--- config.mk ---
export PLATFORM = sky130hd
export DESIGN_NAME = gated_cam
export DESIGN_NICKNAME = d
export VERILOG_FILES = /design/src/rtl/gcam_pkg.sv /design/src/rtl/gcam_bank.sv /design/src/rtl/gcam_first_hit.sv /design/src/rtl/gated_cam.sv
export SDC_FILE = /design/constraint.sdc
export NUM_CORES = 1
export LEC_CHECK = 0
export CAP_MARGIN = 20
export CORE_ASPECT_RATIO = 0.75
export CORE_MARGIN = 3
export CORE_UTILIZATION = 35
export DETAILED_ROUTE_END_ITERATION = 6
export PLACE_DENSITY_LB_ADDON = 0.3
export SYNTH_ARGS = -nofsm -noshare
export SYNTH_HDL_FRONTEND = slang
export SYNTH_SLANG_ARGS = --single-unit
--- constraint.sdc ---
create_clock -name clk -period 9.3 [get_ports clk]
set_input_delay 1.86 -clock clk [delete_from_list [all_inputs] [get_ports clk]]
set_output_delay 1.86 -clock clk [all_outputs]
set_load 0.02 [all_outputs]
--- src/rtl/gcam_pkg.sv ---
package gcam_pkg;
  localparam int MAX_LINES = 64;

  // number of set bits in a vector of up to MAX_LINES lines
  function automatic int count_ones(input logic [MAX_LINES-1:0] v);
    int n;
    n = 0;
    for (int i = 0; i < MAX_LINES; i++) n += int'(v[i]);
    return n;
  endfunction
endpackage

--- src/rtl/gcam_bank.sv ---
module gcam_bank #(
  parameter int BANK_SZ = 4,
  parameter int TAG_W   = 8,
  localparam int SLOT_W = $clog2(BANK_SZ)
) (
  input  logic               clk,
  input  logic               rst_n,
  input  logic               wr_sel,
  input  logic [SLOT_W-1:0]  wr_slot,
  input  logic [TAG_W-1:0]   wr_tag,
  input  logic               wr_valid,
  input  logic               srch_req,
  input  logic               bank_en,
  input  logic [TAG_W-1:0]   srch_tag,
  output logic [BANK_SZ-1:0] ml_q
);
  logic [TAG_W-1:0]   tag_q [BANK_SZ];
  logic [BANK_SZ-1:0] vld_q;
  logic [TAG_W-1:0]   drive_word;
  logic [BANK_SZ-1:0] match_now;

  // search-line drive suppressed while the bank is disabled
  assign drive_word = bank_en ? srch_tag : '0;

  for (genvar s = 0; s < BANK_SZ; s++) begin : g_slot
    always_ff @(posedge clk or negedge rst_n) begin
      if (!rst_n) begin
        tag_q[s] <= '0;
        vld_q[s] <= 1'b0;
      end else if (wr_sel && (wr_slot == SLOT_W'(s))) begin
        tag_q[s] <= wr_tag;
        vld_q[s] <= wr_valid;
      end
    end
    assign match_now[s] = bank_en && vld_q[s] && (tag_q[s] == drive_word);
  end

  always_ff @(posedge clk or negedge rst_n) begin
    if (!rst_n)        ml_q <= '0;
    else if (srch_req) ml_q <= match_now;
  end

  // a disabled bank reports no match after the search
  a_r5_disabled_bank_quiet: assert property (@(posedge clk) disable iff (!rst_n)
    (srch_req && !bank_en) |=> (ml_q == '0));
  // match lines hold between searches
  a_r9_lines_hold: assert property (@(posedge clk) disable iff (!rst_n)
    !srch_req |=> $stable(ml_q));
  // an entry invalid at search time never raises its line
  for (genvar s = 0; s < BANK_SZ; s++) begin : g_chk
    a_r6_invalid_no_match: assert property (@(posedge clk) disable iff (!rst_n)
      (srch_req && !vld_q[s]) |=> !ml_q[s]);
  end
endmodule

--- src/rtl/gcam_first_hit.sv ---
module gcam_first_hit #(
  parameter int LINES = 16,
  localparam int IDX_W = $clog2(LINES)
) (
  input  logic [LINES-1:0] lines,
  output logic             any,
  output logic             several,
  output logic [IDX_W-1:0] first
);
  import gcam_pkg::*;

  always_comb begin
    any   = 1'b0;
    first = '0;
    for (int i = LINES - 1; i >= 0; i--) begin
      if (lines[i]) begin
        any   = 1'b1;
        first = IDX_W'(i);
      end
    end
  end

  assign several = count_ones(MAX_LINES'(lines)) > 1;

  // reported line is set and no lower line is set
  always_comb begin
    if (any) begin
      a_r7_lowest_set: assert (lines[first] && ((lines & ((LINES'(1) << first) - LINES'(1))) == '0));
    end
    if (several) begin
      a_r7_several_implies_any: assert (any);
    end
  end
endmodule

--- src/rtl/gated_cam.sv ---
module gated_cam #(
  parameter int ENTRIES = 16,
  parameter int TAG_W   = 8,
  parameter int BANK_SZ = 4,
  localparam int NUM_BANKS = ENTRIES / BANK_SZ,
  localparam int IDX_W     = $clog2(ENTRIES),
  localparam int SLOT_W    = $clog2(BANK_SZ),
  localparam int BANK_W    = (NUM_BANKS > 1) ? $clog2(NUM_BANKS) : 1,
  localparam int CNT_W     = $clog2(NUM_BANKS + 1)
) (
  input  logic                 clk,
  input  logic                 rst_n,
  input  logic                 wr_en,
  input  logic [IDX_W-1:0]     wr_idx,
  input  logic [TAG_W-1:0]     wr_tag,
  input  logic                 wr_valid,
  input  logic                 srch_req,
  input  logic [TAG_W-1:0]     srch_tag,
  input  logic [NUM_BANKS-1:0] bank_en,
  output logic                 rsp_valid,
  output logic                 hit,
  output logic                 multi_hit,
  output logic [IDX_W-1:0]     hit_idx,
  output logic [CNT_W-1:0]     active_banks
);
  import gcam_pkg::*;

  logic [ENTRIES-1:0]   ml_all;
  logic [NUM_BANKS-1:0] en_q;
  logic [BANK_W-1:0]    wr_bank;
  logic [BANK_W-1:0]    hit_bank;

  assign wr_bank = BANK_W'(wr_idx >> SLOT_W);

  for (genvar b = 0; b < NUM_BANKS; b++) begin : g_bank
    gcam_bank #(.BANK_SZ(BANK_SZ), .TAG_W(TAG_W)) u_bank (
      .clk      (clk),
      .rst_n    (rst_n),
      .wr_sel   (wr_en && (wr_bank == BANK_W'(b))),
      .wr_slot  (wr_idx[SLOT_W-1:0]),
      .wr_tag   (wr_tag),
      .wr_valid (wr_valid),
      .srch_req (srch_req),
      .bank_en  (bank_en[b]),
      .srch_tag (srch_tag),
      .ml_q     (ml_all[b*BANK_SZ +: BANK_SZ])
    );
  end

  gcam_first_hit #(.LINES(ENTRIES)) u_first (
    .lines   (ml_all),
    .any     (hit),
    .several (multi_hit),
    .first   (hit_idx)
  );

  always_ff @(posedge clk or negedge rst_n) begin
    if (!rst_n) begin
      rsp_valid    <= 1'b0;
      en_q         <= '0;
      active_banks <= '0;
    end else begin
      rsp_valid <= srch_req;
      if (srch_req) begin
        en_q         <= bank_en;
        active_banks <= CNT_W'(count_ones(MAX_LINES'(bank_en)));
      end
    end
  end

  assign hit_bank = BANK_W'(hit_idx >> SLOT_W);

  // response exactly one cycle after request
  a_r3_rsp_follows_req: assert property (@(posedge clk) disable iff (!rst_n)
    srch_req |=> rsp_valid);
  a_r3_no_spurious_rsp: assert property (@(posedge clk) disable iff (!rst_n)
    !srch_req |=> !rsp_valid);
  // a reported hit lies in a bank enabled for that search
  a_r5_hit_in_enabled_bank: assert property (@(posedge clk) disable iff (!rst_n)
    hit |-> en_q[hit_bank]);
  // no more banks reported active than exist
  a_r8_count_bound: assert property (@(posedge clk) disable iff (!rst_n)
    active_banks <= CNT_W'(NUM_BANKS));
  // results hold while idle
  a_r9_results_hold: assert property (@(posedge clk) disable iff (!rst_n)
    !srch_req |=> ($stable(hit) && $stable(hit_idx) && $stable(active_banks)));
  // no hit means a zero index
  a_r11_miss_zero_idx: assert property (@(posedge clk) disable iff (!rst_n)
    !hit |-> (hit_idx == '0 && !multi_hit));
endmodule

After elaboration in Yosys (flattened, before gate mapping)
Cells that the tools add are included.
{"block": "op_classes", "eq_ne": 22, "n_mux": 36, "reduce_logical": 54, "add_sub_neg": 18, "n_lt_le_gt_ge": 1}
{"operator": "$add A32 B2 Y32", "count": 14}
{"operator": "$eq A8 B8 Y1", "count": 16}
{"operator": "$mux W4", "count": 16}
{"operator": "$logic_and A1 B1 Y1", "count": 52}
{"operator": "$gt A32 B2 Y1 const B", "count": 1}
{"operator": "$mux W8", "count": 4}
{"operator": "$mux W1", "count": 16}
{"operator": "$eq A2 B2 Y1 const B", "count": 4}
{"operator": "$add A1 B1 Y2", "count": 2}
{"operator": "$eq A2 B1 Y1 const B", "count": 2}
{"operator": "$logic_not A2 Y1", "count": 2}
{"operator": "$add A2 B1 Y3", "count": 1}
{"operator": "$add A3 B1 Y3", "count": 1}
{"block": "totals", "output_inout_bits": 10, "inputBits": 29, "ff_bits": 164}

Depth between registers and ports, before layout
{"block": "depth", "ltp_word": 16, "mapped_depth": 14, "ltp_nobuf": 14}

Hierarchy
From an unflattened synthesis, not the netlist that was laid out.
{"block": "hier_totals", "hier_cells": 843, "hier_area_um2": 9100.0}
{"module": "gcam_bank", "area_each_um2": 2084.5, "cells_each": 188, "instances": 4, "seq_area_each_um2": 1001.0}
{"module": "gcam_first_hit", "area_each_um2": 533.0, "cells_each": 72, "instances": 1, "seq_area_each_um2": 0.0}
{"module": "gated_cam", "area_each_um2": 229.0, "cells_each": 19, "instances": 1, "seq_area_each_um2": 100.1}

Worst setup path before layout
OpenSTA, ideal clock, no wires.
{"block": "synth_path", "path_kind": "flip-flop to output port", "from": "register g_bank[0].u_bank.ml_q[0]", "to": "output multi_hit", "arrival_time_ns": 3.873, "path_stages_with_launch": 12, "setup_slack_ns": 3.567, "path_cell_list": "dfrtp_1 ha_1 inv_1 fa_1 fa_1 fa_1 fa_1 fa_1 fa_1 nor3_1 mux2_2 nand3_1"}
{"block": "synth_between", "elab_chain_cells": 16}
{"element": "start, declared", "line_no": "gcam_bank.sv:15", "text": "output logic [BANK_SZ-1:0] ml_q"}
{"element": "start signal, assigned", "line_no": "gcam_bank.sv:40", "text": "else if (srch_req) ml_q <= match_now;"}
{"element": "$add A1 B1 Y2", "line_no": "gcam_pkg.sv:8", "text": "for (int i = 0; i < MAX_LINES; i++) n += int'(v[i]);"}
{"element": "$add A32 B2 Y32 (14 in a row)", "line_no": "gcam_pkg.sv:8"}
{"element": "$gt A32 B2 Y1", "line_no": "gcam_first_hit.sv:23", "text": "assign several = count_ones(MAX_LINES'(lines)) > 1;"}
{"element": "end, declared", "line_no": "gated_cam.sv:22", "text": "output logic multi_hit,"}
Every way passes these cells.

Worst setup path in the final report
Same ends and word-level chain as after synthesis.

==> summary.md <==
| Metric | Value |
|---|---|
| Outcome | finished clean |
| Maximum buffer depth of the clock tree | 2 |
| RSZ-0062 raised after global routing | false |
| Worst clock skew | 0.00767 ns |
| DP Worst Slack | 2.95 ns |
| Worst-Margin Slew | 1.07 ns |
| Top FF cell, synth | dfrtp_1 |
| CP endpoint kind | output port |
| R2R cell count | 4 |
| Critical path startpoint category | flip-flop |
| Worst EP arrival | 4.94 ns |
| Critical Path RT | 7.44 ns |
| Max Clk Rate | 0.147 GHz |
| Metal3 WL | 1.85 mm |
| R2r setup slk | 7.29 ns |
| Yosys warns | 0 |
| Overall power | 2.18 mW |
| Area post-placement | 9790 um2 |
| Max-slew violation count | 0 |
| Initial antenna violation count | 1 |
| Initial core utilization | 0.361 |
| Slew Limit Headroom | 0.286 |
| Top-Level Pins | 39 |
| Synth Cell Area | 9140 um2 |
| Via/cell ratio | 5.56 |
| Drt first pass iters | 5 |
| TNS Setup | 0 ns |
| Critical setup path kind | flip-flop to output port |
| Sequential area share after synthesis | 0.449 |
| Largest net degree at the start of global routing | 95 |
| Nets | 897 |
| Post-synth cell types | 60 |
| Routed wire length | 26.4 mm |
| GP Congestion | 0.888 |
| Die height | 146 um |
| Worst reg2reg startpoint | g_bank[0].u_bank.tag_q[20] |
| Clock Sinks | 164 |
| Total CTS buffers | 17 |
| Reg-to-Reg End | g_bank[0].u_bank.ml_q[1] |
| Worst vdd ir | 0.138 mV |
| Min-delay src | g_bank[0].u_bank.vld_q[2] |
| LEAKAGE | 4.18 nW |
| Top cells by area, synth | dfrtp_1 (45%), mux2_2 (17%), xnor2_1 (5.0%) |
| Hold slack | 0.504 ns |
| Post-CTS sizing | 0 |
| DRC | 0 |
| Core Area | 25,300 um2 |
| Yosys top cell by area | dfrtp_1 |
| Worst-path clk slew | 0.06 ns |
| Cell depth of the worst hold path | 1 |
| Drt wl/cell | 22.0 um |
| Std-Cell Rows | 50 |
| First-pass GRT wire length | 41.2 mm |
| Max Cap Violations | 0 |
| Min Tclk post-route | 6.80 ns |
| Worst Slack Setup Final | 2.50 ns |
| Placed cells | 1,169 |
| Hold Crit Endpoint | g_bank[0].u_bank.vld_q[2] |
| Post-route insts no fill | 1,201 |
| Number of global-route vias before repair | 6,502 |
| Net Count, Synth | 874 |
| Pwr Density | 210 nW/um2 |
| Via count | 6,679 |
| Final setup vio count | 0 |
| Post-CTS Repair Setup Buffers | 0 |
| Yosys top cell area share | 0.449 |
| Final number of hold-violating endpoints | 0 |
| Gr usage total | 0.196 |
| N_diodes | 0 |
| CTS tree | done |
| DRT met1 WL | 13.6 mm |
| Area grow syn2layout | 13.7% |
| Final instance area | 10,400 um2 |
| Die ar. | 28,100 um2 |
| #FFs+latches synth | 164 |
| Crit path launch | g_bank[0].u_bank.ml_q[0] |
| H-tree depth | 4 |
| Layout cells sized above 1 | 0.243 |
| Root buf cell | clkbuf_16 |
| EDFF count, synth | 0 |
| Die X | 193 um |
| CP max FO | 6 |
| Syn_area_per_cell | 11.0 um2 |
| Congestion Overflow GR | 0 |
| Hold WC Path Type | flip-flop to flip-flop |
| Top cells by count, synth | dfrtp_1 (164), mux2_2 (134), xnor2_1 (52) |
| Hold buffers post-CTS | 0 |
| Wire length on met2 | 10.7 mm |
| Synth Instances | 827 |
| Clock Latency Late Sink | 0.43 ns |
| HPWL Detailed | 17.0 mm |
| Fin crit share | 0.731 |
| Share of flip-flops with an asynchronous set or reset | 1.00 |
| Most numerous cell in the Yosys netlist | dfrtp_1 |
| Post-route ant nets | 0 |
| Top sig layer | met5 |
| DR iter-0 viols | 560 |
| Core Util, Final | 0.410 |
| Number of port buffers | 38 |
-- flip-flops by register name, summed over array words and instances, names as in the netlist --
register,flops
g_bank.u_bank.tag_q,128
g_bank.u_bank.ml_q,16
g_bank.u_bank.vld_q,16
active_banks,3
rsp_valid,1
-- kinds of logic after synthesis --
logic type / synth area share
fa+ha+maj: 0.0337
mux: 0.180
compound gates: 0.107
buf+inv: 0.0440
xor+xnor: 0.0700
flops: 0.449
simple gates: 0.117
-- placed cells by master, fill, tap and decap left out, types with 6 or more instances in the layout --
cell,Yosys,final
a31oi_1,6,6
xor2_1,21,21
mux2_2,134,134
mux2_4,9,9
clkbuf_16,0,17
nor2b_1,8,8
a211oi_1,12,12
o22ai_1,9,9
nand2_1,36,36
buf_4,4,14
xnor2_1,52,52
nor2_1,43,43
nor3_1,14,14
nand4_1,12,12
o32ai_1,11,11
dfrtp_1,164,164
nand3_1,32,32
nor4b_1,7,7
clkdlybuf4s50_1,0,37
nor2_2,8,8
o21ai_0,49,49
inv_1,38,38
a22oi_1,8,8
fa_1,11,11
a21oi_1,18,18
ha_1,7,7
-- where the power goes --
group | leakage [nW] | internal [mW] | switching [mW] | total [mW]
sequential | 2.04 | 0.863 | 0.122 | 0.985
clock | 0.276 | 0.431 | 0.306 | 0.737
combinational | 1.87 | 0.249 | 0.211 | 0.460
-- metal layers --
metal	vias to the layer above	GRT usage
met5	-	0
met3	21	0.0482
li1	3007	-
met4	2	0.0360
met1	3450	0.313
met2	199	0.266
-- final cells by class --
class                           instances  area [um2]
Clock buffer                           21         450
Clock inverter                         11         150
Fill cell                            2431       14900
Inverter                               39         146
Multi-Input combinational cell        576        4630
Sequential cell                       164        4100
Tap cell                              338         423
Timing Repair Buffer                   52         487
-- worst max-delay path by stage --
stage | end | slack [ns] | cells after the start
final | multi_hit | 2.50 | 11
after global routing | multi_hit | 2.27 | 12
after CTS | multi_hit | 2.48 | 11
after detailed placement | multi_hit | 2.95 | 11
after global placement | multi_hit | 3.01 | 11
after floorplan | multi_hit | 3.57 | 11
-- critical path: stages, from the launching register on --
cell	delay, ns
dfrtp_1	0.43
ha_1	0.31
inv_1	0.07
fa_1	0.43
fa_1	0.49
fa_1	0.54
fa_1	0.45
fa_1	0.42
fa_1	0.40
mux2_2	0.27
nand3_1	0.09
clkdlybuf4s50_1	0.61
Note: power is estimated with default switching activity, not from simulation.
